$ cat src/rtl/cmd_serial_port.sv
module cmd_serial_port #(
  parameter int WIDTH = 64,
  parameter int SEL_W = 5
) (
  input  logic             clk,
  input  logic             rst_n,
  input  logic             ext_clk,
  input  logic             ext_data,
  input  logic             ext_load_n,
  input  logic             fin_rd,
  input  logic             rd_strobe,
  output logic             data_ready,
  output logic             rd_data,
  output logic [SEL_W-1:0] file_sel,
  output logic             short_frame
);
  localparam int CW = $clog2(WIDTH + 1);

  logic [2:0]       ck_s;
  logic [1:0]       d_s;
  logic [2:0]       ld_s;
  logic [WIDTH-1:0] sr;
  logic [CW-1:0]    cnt;

  wire ck_rise  = ck_s[1] & ~ck_s[2];
  wire ld_fall  = ~ld_s[1] & ld_s[2];
  wire ld_act   = ~ld_s[1];
  wire shift_in = ck_rise & ~data_ready & ~ld_act;
  wire shift_rd = rd_strobe & data_ready & ~fin_rd;
  wire take_ld  = ld_fall & ~data_ready & ~fin_rd;

  always_ff @(posedge clk or negedge rst_n) begin
    if (!rst_n) begin
      ck_s <= '0;
      d_s  <= '0;
      ld_s <= '1;
    end else begin
      ck_s <= {ck_s[1:0], ext_clk};
      d_s  <= {d_s[0], ext_data};
      ld_s <= {ld_s[1:0], ext_load_n};
    end
  end

  always_ff @(posedge clk or negedge rst_n) begin
    if (!rst_n) begin
      sr <= '0;
    end else if (shift_in) begin
      sr <= {d_s[1], sr[WIDTH-1:1]};
    end else if (shift_rd) begin
      sr <= {1'b0, sr[WIDTH-1:1]};
    end
  end

  always_ff @(posedge clk or negedge rst_n) begin
    if (!rst_n) begin
      cnt <= '0;
    end else if (take_ld) begin
      cnt <= '0;
    end else if (shift_in && cnt != CW'(WIDTH)) begin
      cnt <= cnt + 1'b1;
    end
  end

  always_ff @(posedge clk or negedge rst_n) begin
    if (!rst_n) begin
      data_ready  <= 1'b0;
      short_frame <= 1'b0;
    end else if (fin_rd) begin
      data_ready  <= 1'b0;
      short_frame <= 1'b0;
    end else if (take_ld) begin
      data_ready  <= 1'b1;
      short_frame <= (cnt != CW'(WIDTH));
    end
  end

  assign rd_data  = sr[0];
  assign file_sel = data_ready ? sr[WIDTH-1 -: SEL_W] : '0;
endmodule

$ cat config.mk
export PLATFORM = sky130hd
export DESIGN_NAME = cmd_serial_port
export DESIGN_NICKNAME = d
export VERILOG_FILES = /design/src/rtl/cmd_serial_port.sv
export SDC_FILE = /design/constraint.sdc
export NUM_CORES = 1
export LEC_CHECK = 0
export CAP_MARGIN = 20
export CORE_MARGIN = 1.5
export CORE_UTILIZATION = 40
export DETAILED_ROUTE_END_ITERATION = 7
export PLACE_DENSITY_LB_ADDON = 0.12
export SLEW_MARGIN = 30
export SYNTH_ARGS = -nofsm -noshare
export SYNTH_HDL_FRONTEND = slang
export SYNTH_SLANG_ARGS = --single-unit
$ cat constraint.sdc
create_clock -name clk -period 3.8 [get_ports clk]
set_clock_uncertainty 0.15 [all_clocks]
set_input_delay 0.38 -clock clk [delete_from_list [all_inputs] [get_ports clk]]
set_output_delay 0.38 -clock clk [all_outputs]
set_load 0.02 [all_outputs]
# == Word level (Yosys, flattened, before mapping) ==
# Cells that the tools add are included.
# op_classes
n_addsub,1
eq_ne,1
mux,9
n_bitwise,12
n_reduce_logical,4
# ops
cell,count
$mux W64,2
$mux W7,2
$and A1 B1 Y1,8
$add A7 B1 Y7 const B,1
$ne A7 B7 Y1 const B,1
$reduce_bool A2 Y1,3
$mux W5,1
$mux W1,4
$not A1 Y1,4
$logic_and A1 B1 Y1,1
# word_totals
regBits,81
inputBits,7
out_inout_bits,8
wordCells,34

# == Logic depth before layout (Yosys ltp) ==
# Gate-level depths: netlist (run 1).
# logic_depth
depth_word,7
mapped_depth,5
mapped_depth_nobuf,5

# == Least setup slack after synthesis (run 1) ==
# Ideal clock, no wire load.
# synth_timing
path_kind,flip-flop to flip-flop
startpoint,register data_ready
endpoint,register sr[0]
setup_time_ps,125
t_arrival_ps,1549
path_slack_ps,1976
path_stages_with_launch,6
synth_period_minus_slack_ps,1824
cell_sequence,dfrtp_1 -> and4bb_4 -> a31o_1 -> buf_6 -> buf_6 -> mux2_4
# synth_via
elab_chain_len,4
elab_cells_between_ends,7
classes_between,1 x mux; 5 x bitwise; 1 x reduce/logical
# synth_lines
item,line,rtl
start: declaration,12,"output logic data_ready,"
start signal: assignment,66,data_ready <= 1'b0;
start signal: assignment,69,data_ready <= 1'b0;
start signal: assignment,72,data_ready <= 1'b1;
$not A1 Y1,28,wire shift_in = ck_rise & ~data_ready & ~ld_act;
$and A1 B1 Y1 (2 in a row),28,
$mux W64 or $reduce_bool A2 Y1 (tied branches),--,
end signal: assignment,48,"sr <= {d_s[1], sr[WIDTH-1:1]};"
end signal: assignment,50,"sr <= {1'b0, sr[WIDTH-1:1]};"
end: declaration,22,logic [WIDTH-1:0] sr;
# Several ways; a longest one is shown, not always the timed one.
# A chain may end at the register's enable or synchronous reset.

# == Worst setup path in the final report (run 1) ==
# layout_timing
startpoint,register data_ready
endpoint,output port file_sel[4]
# layout_via
elab_chain_len,1
# layout_lines
item,line,rtl
$mux W5,78,assign file_sel = data_ready ? sr[WIDTH-1 -: SEL_W] : '0;
end: declaration,14,"output logic [SEL_W-1:0] file_sel,"
# No other way between the ends.

==> impl_results.md, run 1 <==
* Status: complete, no violations
* Initial antenna violation count at 0
* Num CTS Buffers at 9
* Worst Path Max Fanout at 16
* Comb power frac at roughly 11%
* Unrepaired setup endpoints after global routing: false
* Commonest non-fill, non-tap cell in the layout: dfrtp_1
* Gr usage total at 12.52%
* Initial core utilization at 41.19%
* Minimum clock period at 2.409 ns
* CP delay by family, top: buffers and inverters
* R2r endpoint: sr[43]
* Worst-Margin Slew at ~0.83 ns
* Fin util at 46.79%
* Crit. End Element: output pin
* Number of global-route vias before repair at 1799
* Filler cells at 705
* NumNets Final at ~230
* Fraction of registers with async set/reset at 100.0%
* Reg2reg setup slack at 1.63 ns
* Critical path cell sequence: inv_1 > nor2_1 > clkdlybuf4s50_1
* Critical R2R Launch: data_ready
* Drc violations at 0
* Seq/Total Area, Yosys at 60.00%
* Hold_sp: ck_s[0]
* Clock sink count at 81
* Clk slew on worst S/H paths at 0.08 ns
* CTS tree: yes
* CP peak stage delay at 0.65 ns
* Worst hold path type: reg2reg
* Routed via count at between 1500 and 2000
* Port Buffers at 14
* Flop pwr share at 51.1%
* CP Buf/Inv Count at 2
* Share of cells above drive strength 1 at between 30 and 40%
* Mapped Area at 3384 um2
* Highest metal used: met4
* Avg Synthesized Cell Area at 16.67 um2
* Max-slew headroom at 43.70%
* Hold path endpoint: ck_s[1]
* Die span in y at 94.99 um
* Largest net degree at the start of global routing at 82
* First-pass GRT wire length at 8604 um
* CORE AREA at 8217 um2
* Worst Setup Path Type: reg2out
* PwrDens at just over 500 nW/um2
* Worst-Skew Late Latency at 0.34 ns
* FF-to-FF path depth at 4
* Peak supply drop at 174.9 uV
* Clock power share at between 30% and 40%
* Final period util at between 60 and 70%
* Antenna Cells at 0
* Final WL at 4990 um
* Post-route ant nets at 0
* Post-synth cell types at 30
* Routability Congestion at 0.7523
* CP max stage cell: dfrtp_1
* H-tree depth at 3
* Area grow syn2layout at 13.60%
* GRT overflow at 0
* Vias/cell at 4.873
* Final hold vios at 0
* Die width at 94.99 um
* Area of the multi-input gates at 1261 um2
* Setup TNS Final at 0 ns
* Slew Limit Fails at 0
* Final setup violation count at 0
* Dpl hpwl at 3008 um
* Setup Buffers After CTS at 0
* Peak Freq at 415.1 MHz
* Post-synth EDFFs at 0
* Sw Pwr at 0.0004404 W
* Initial drt markers at 20
* Most used flip-flop cell after synthesis: dfrtp_1
* Max_cap viols at 0
* Met3 Wirelength at 125 um
* Worst path required time at roughly 3.3 ns
* Row count at 33
* Die area at 9022 um2
* Leakage at about 1.8 nW
* Io pins at 15
* DR WL/cell at 15.08 um
* Hold path cells at 0
* Sw Share at 22.67%
* Startpoint Class: register
* CTS root buffer: clkbuf_8
* Pre-Repair DR Iteration Count at 4
* Critical Path AT at 1.88 ns
* Met2 WL at about 2300 um
* Clock Tree Buf Depth at 2
* #FFs+latches synth at 81
* Syn. warnings at 0
* Internal power at approximately 0.0015 W
* Syn Inst Count at 203
* Mapped Nets at 212
* Met1 wire length at 2467 um
* Storage element area at 2031 um2
* Final Power at 0.001943 W
* Most frequent cells in the layout: dfrtp_1, mux2_4, clkdlybuf4s50_1
## cells by family after synthesis
kind of cell | Yosys count | share of synthesized area (%)
multiplexers | 67 | 28.72
adder cells (fa/ha/maj) | 2 | 0.7393
buffers and inverters | 13 | 2.995
AND/OR/NAND/NOR | 28 | 5.176
AO/OA/AOI/OAI | 12 | 2.366
flip-flops | 81 | 60.00
## power by group through the flow
stage	Clock (W)	Combinational, W	Sequential (W)
floorplan	0	0.000172	0.000992
CTS	0.000749	0.000226	0.000996
global route	0.000790	0.000243	0.00101
finish	0.000727	0.000222	0.000994
global placement	0	0.000216	0.00101
detailed placement	0	0.000224	0.00101
## worst reg2reg max path: cells and delay by family (launching register included)
kind | cells | cell delay, ns
muxes | 1 | 0.43
DFF | 1 | 0.56
buffers and inverters | 1 | 0.37
and+or+nand+nor | 1 | 0.44
AOI/OAI and AO/OA | 1 | 0.12
## final cells by class
type                            instances  share of cell area (%)
Clock buffer                           10                   3.319
Multi-Input combinational cell        109                   32.80
Timing Repair Buffer                   16                   4.458
Tap cell                              105                   3.417
Inverter                                5                  0.4881
Sequential cell                        81                   52.81
Clock inverter                          5                   2.701
## worst max path at each step
stage / from / endpoint / slack (ns) / depth (start not counted)
global placement: fin_rd / sr[43] / 1.65 / 5
global route: data_ready / file_sel[4] / 1.26 / 3
detailed placement: fin_rd / sr[40] / 1.59 / 5
floorplan: data_ready / sr[0] / 1.98 / 5
finish: data_ready / file_sel[4] / 1.39 / 3
CTS: data_ready / file_sel[4] / 1.35 / 3
## state kept, by name (all words and copies together) (netlist names)
name	count
sr	64
cnt	7
ck_s	3
ld_s	3
d_s	2
data_ready	1
short_frame	1
## through the flow
| stage | area (um2) | hold slack [ns] | cells | setup WS (ns) |
|---|---|---|---|---|
| floorplan | 3385 | -0.06559 | 203 | 1.976 |
| global placement | 3600 | 0.1862 | 315 | 1.652 |
| detailed placement | 3600 | 0.1886 | 315 | 1.594 |
| CTS | 3831 | 0.08998 | 330 | 1.350 |
| global route | 3845 | 0.2147 | 331 | 1.260 |
| finish | 3845 | 0.2058 | 331 | 1.391 |
## cell usage after synthesis (2+ instances only)
master / number / area (um2)
dfrtp_1: 78 / 1952
mux2_4: 59 / 885.9
buf_6: 7 / 78.83
nand2_1: 7 / 26.28
inv_1: 5 / 18.77
mux2_2: 5 / 56.30
a21oi_1: 4 / 20.02
and2_1: 4 / 25.02
dfstp_2: 3 / 78.83
mux2i_1: 3 / 30.03
or4_1: 3 / 22.52
ha_1: 2 / 25.02
nand4b_1: 2 / 17.52
nor2_1: 2 / 7.510
nor3_1: 2 / 10.01
o21ai_0: 2 / 10.01
o31ai_1: 2 / 15.01
## routing by layer
layer	GRT usage, %	vias up
met4	6.841	0
met3	3.140	11
met1	16.49	836
met5	0	-
met2	18.87	19
li1	-	747
## timing repair
action / in CTS / in global routing
setup endpoints to repair: 0 / 0
endpoints found under the hold margin: 0 / 78
hold buffers: 0 / 1
resized for setup: 0 / 0
Note: power is estimated with default switching activity, not from simulation.
==> run 2: changes to the inputs <==
==> constraint.sdc (replaced) <==
create_clock -name clk -period 2 [get_ports clk]
set_clock_uncertainty 0.15 [all_clocks]
set_input_delay 0.2 -clock clk [delete_from_list [all_inputs] [get_ports clk]]
set_output_delay 0.2 -clock clk [all_outputs]
set_load 0.02 [all_outputs]
==> impl_results.md, run 2 (synthesis gave the netlist of run 1 again) <==
* Status: complete, no violations
* Die width at 94.99 um (unchanged)
* FF-to-FF path depth at 4 (unchanged)
* Clock sink count at 81 (unchanged)
* Initial antenna violation count at 0 (unchanged)
* Final Cell Area at 3890 um2 (+1.2%)
* Final WS setup at 0.07441 ns (-1.316 ns)
* Minimum clock period at 1.926 ns
* Hold path cells at 1 (+1)
* Hold path endpoint: ld_s[0]
* Share of cells above drive strength 1 at 41.03% (+2.1 points)
* Peak supply drop at 382.5 uV (+120%)
* Largest net degree at the start of global routing at 39 (-52%)
* Dpl hpwl at 3405 um (+13%)
* Initial drt markers at 36 (+80%)
* Largest registers: sr x64, cnt x7
* Worst hold path type: in2reg
* Reg2reg setup slack at 0.07 ns (-1.56 ns)
* Area grow syn2layout at 14.94%
* Critical Path AT at 2.00 ns (+0.12 ns)
* Clk slew on worst S/H paths at 0.08 ns (about the same)
* Final setup violation count at 0 (unchanged)
* CORE AREA at 8217 um2 (unchanged)
* Port Buffers at 14 (unchanged)
* Clock Tree Buf Depth at 2 (unchanged)
* Post-route ant nets at 0 (unchanged)
* Placement Setup Slack at 0.09623 ns (-1.497 ns)
* PwrDens at 932.4 nW/um2 (+85%)
* Startpoint Class: register
* Largest Register: sr
* Max-slew headroom at 65.21% (+22 points)
* Crit. End Element: register
* NumNets Final at 238 (+3.0%)
* Vias/cell at 4.805 (-1.4%)
* Critical R2R Launch: ld_s[1]
* Max reg flops at 64 (unchanged)
* Die span in y at 94.99 um (unchanged)
* Worst-Margin Slew at 0.5146 ns (-0.3182 ns)
* CTS root buffer: clkbuf_8
* R2r endpoint: sr[33]
* Peak Freq at 519.3 MHz
* Max_cap viols at 0 (unchanged)
* Antenna Cells at 0 (unchanged)
* Row count at 33 (unchanged)
* Hold_sp: ext_load_n
* Slew Limit Fails at 0 (unchanged)
* Worst Path Max Fanout at 15 (-1)
* Gr usage total at 13.62% (+1.1 points)
* Final WL at 5184 um (+3.9%)
* Worst Setup Path Type: reg2reg
* Final hold vios at 0 (unchanged)
* Worst-Skew Late Latency at 0.35 ns (about the same)
* Die area at 9022 um2 (unchanged)
* Routability Congestion at 0.7610 (+1.2%)
* Final period util at 96.28%
* Setup TNS Final at 0 ns (unchanged)
* H-tree depth at 3 (unchanged)
* Leakage at 1.865 nW (+2.7%)
* Worst path required time at 2.08 ns (-1.19 ns)
* Io pins at 15 (unchanged)
* First-pass GRT wire length at 9177 um (+6.7%)
* Unrepaired setup endpoints after global routing: false
* Placed inst area at 3665 um2 (+1.8%)
* Num CTS Buffers at 9 (unchanged)
* CTS tree: yes
* Routed via count at 1629 (+0.99%)
* Fin util at 47.34% (+0.55 points)
* DR WL/cell at 15.29 um (+1.4%)
* Drc violations at 0 (unchanged)
* Most frequent cells in the layout: dfrtp_1, mux2_4, clkbuf_8
* Commonest non-fill, non-tap cell in the layout: dfrtp_1
* Number of global-route vias before repair at 1841 (+2.3%)
* Initial core utilization at 41.19% (unchanged)
* Pre-Repair DR Iteration Count at 2 (-2)
* GRT overflow at 0 (unchanged)
[run 2: layout make-up]
type / count / area [um2]
Inverter: 5 / 18.77
Clock inverter: 5 / 80.08
Clock buffer: 11 / 141.4
Timing Repair Buffer: 23 / 226.5
Fill cell: 704 / 4327
Tap cell: 105 / 131.4
Sequential cell: 81 / 2031
Multi-Input combinational cell: 109 / 1261
[run 2: repair_timing]
item,in CTS,in global routing
hold buffers,1,0
setup endpoints to repair,5,0
hold endpoints to repair,32,0
setup buffers,0,0
gates resized for setup,5,0
[run 2: where the power goes]
group	switching (W)	total, W	internal, W	leakage, nW
registers	0.000103	0.00188	0.00178	1.09
logic	0.000182	0.000436	0.000253	0.667
clock network	0.000574	0.00131	0.000736	0.106
[run 2: worst max-delay path, stage by stage (launching register included)]
cell and delay [ns]:
dfstp_2 0.58, and4bb_4 0.29, a31o_4 0.15, buf_4 0.29
mux2_4 0.34
[run 2: how the worst max path moves through the flow]
stage / from / depth (start not counted) / slack, ns / endpoint
6_report: ld_s[1] / 4 / 0.07 / sr[33]
5_1_grt: ld_s[1] / 4 / 0.03 / sr[37]
4_1_cts: ld_s[1] / 4 / 0.08 / sr[33]
3_5_place_dp: ld_s[1] / 4 / 0.1 / sr[24]
3_3_place_gp: fin_rd / 5 / 0.12 / sr[36]
2_1_floorplan: data_ready / 5 / 0.18 / sr[0]
[run 2: through the flow]
| stage | std cells | hold WS [ns] | power, W |
|---|---|---|---|
| after floorplan | 203 | -0.2456 | 0.002212 |
| after global placement | 322 | 0.03273 | 0.002341 |
| after detailed placement | 322 | 0.04571 | 0.002362 |
| after CTS | 339 | 0.08937 | 0.003682 |
| after global routing | 339 | 0.09915 | 0.003819 |
| final | 339 | 0.1105 | 0.003627 |
[run 2: layer usage]
metal / up-vias / track usage, % / share of wire (%)
met2: 18 / 20.30 / 46
met4: 0 / 7.090 / 2.2
met3: 11 / 2.899 / 2.4
li1: 764 / - / -
met5: - / 0 / 0
met1: 836 / 18.61 / 49
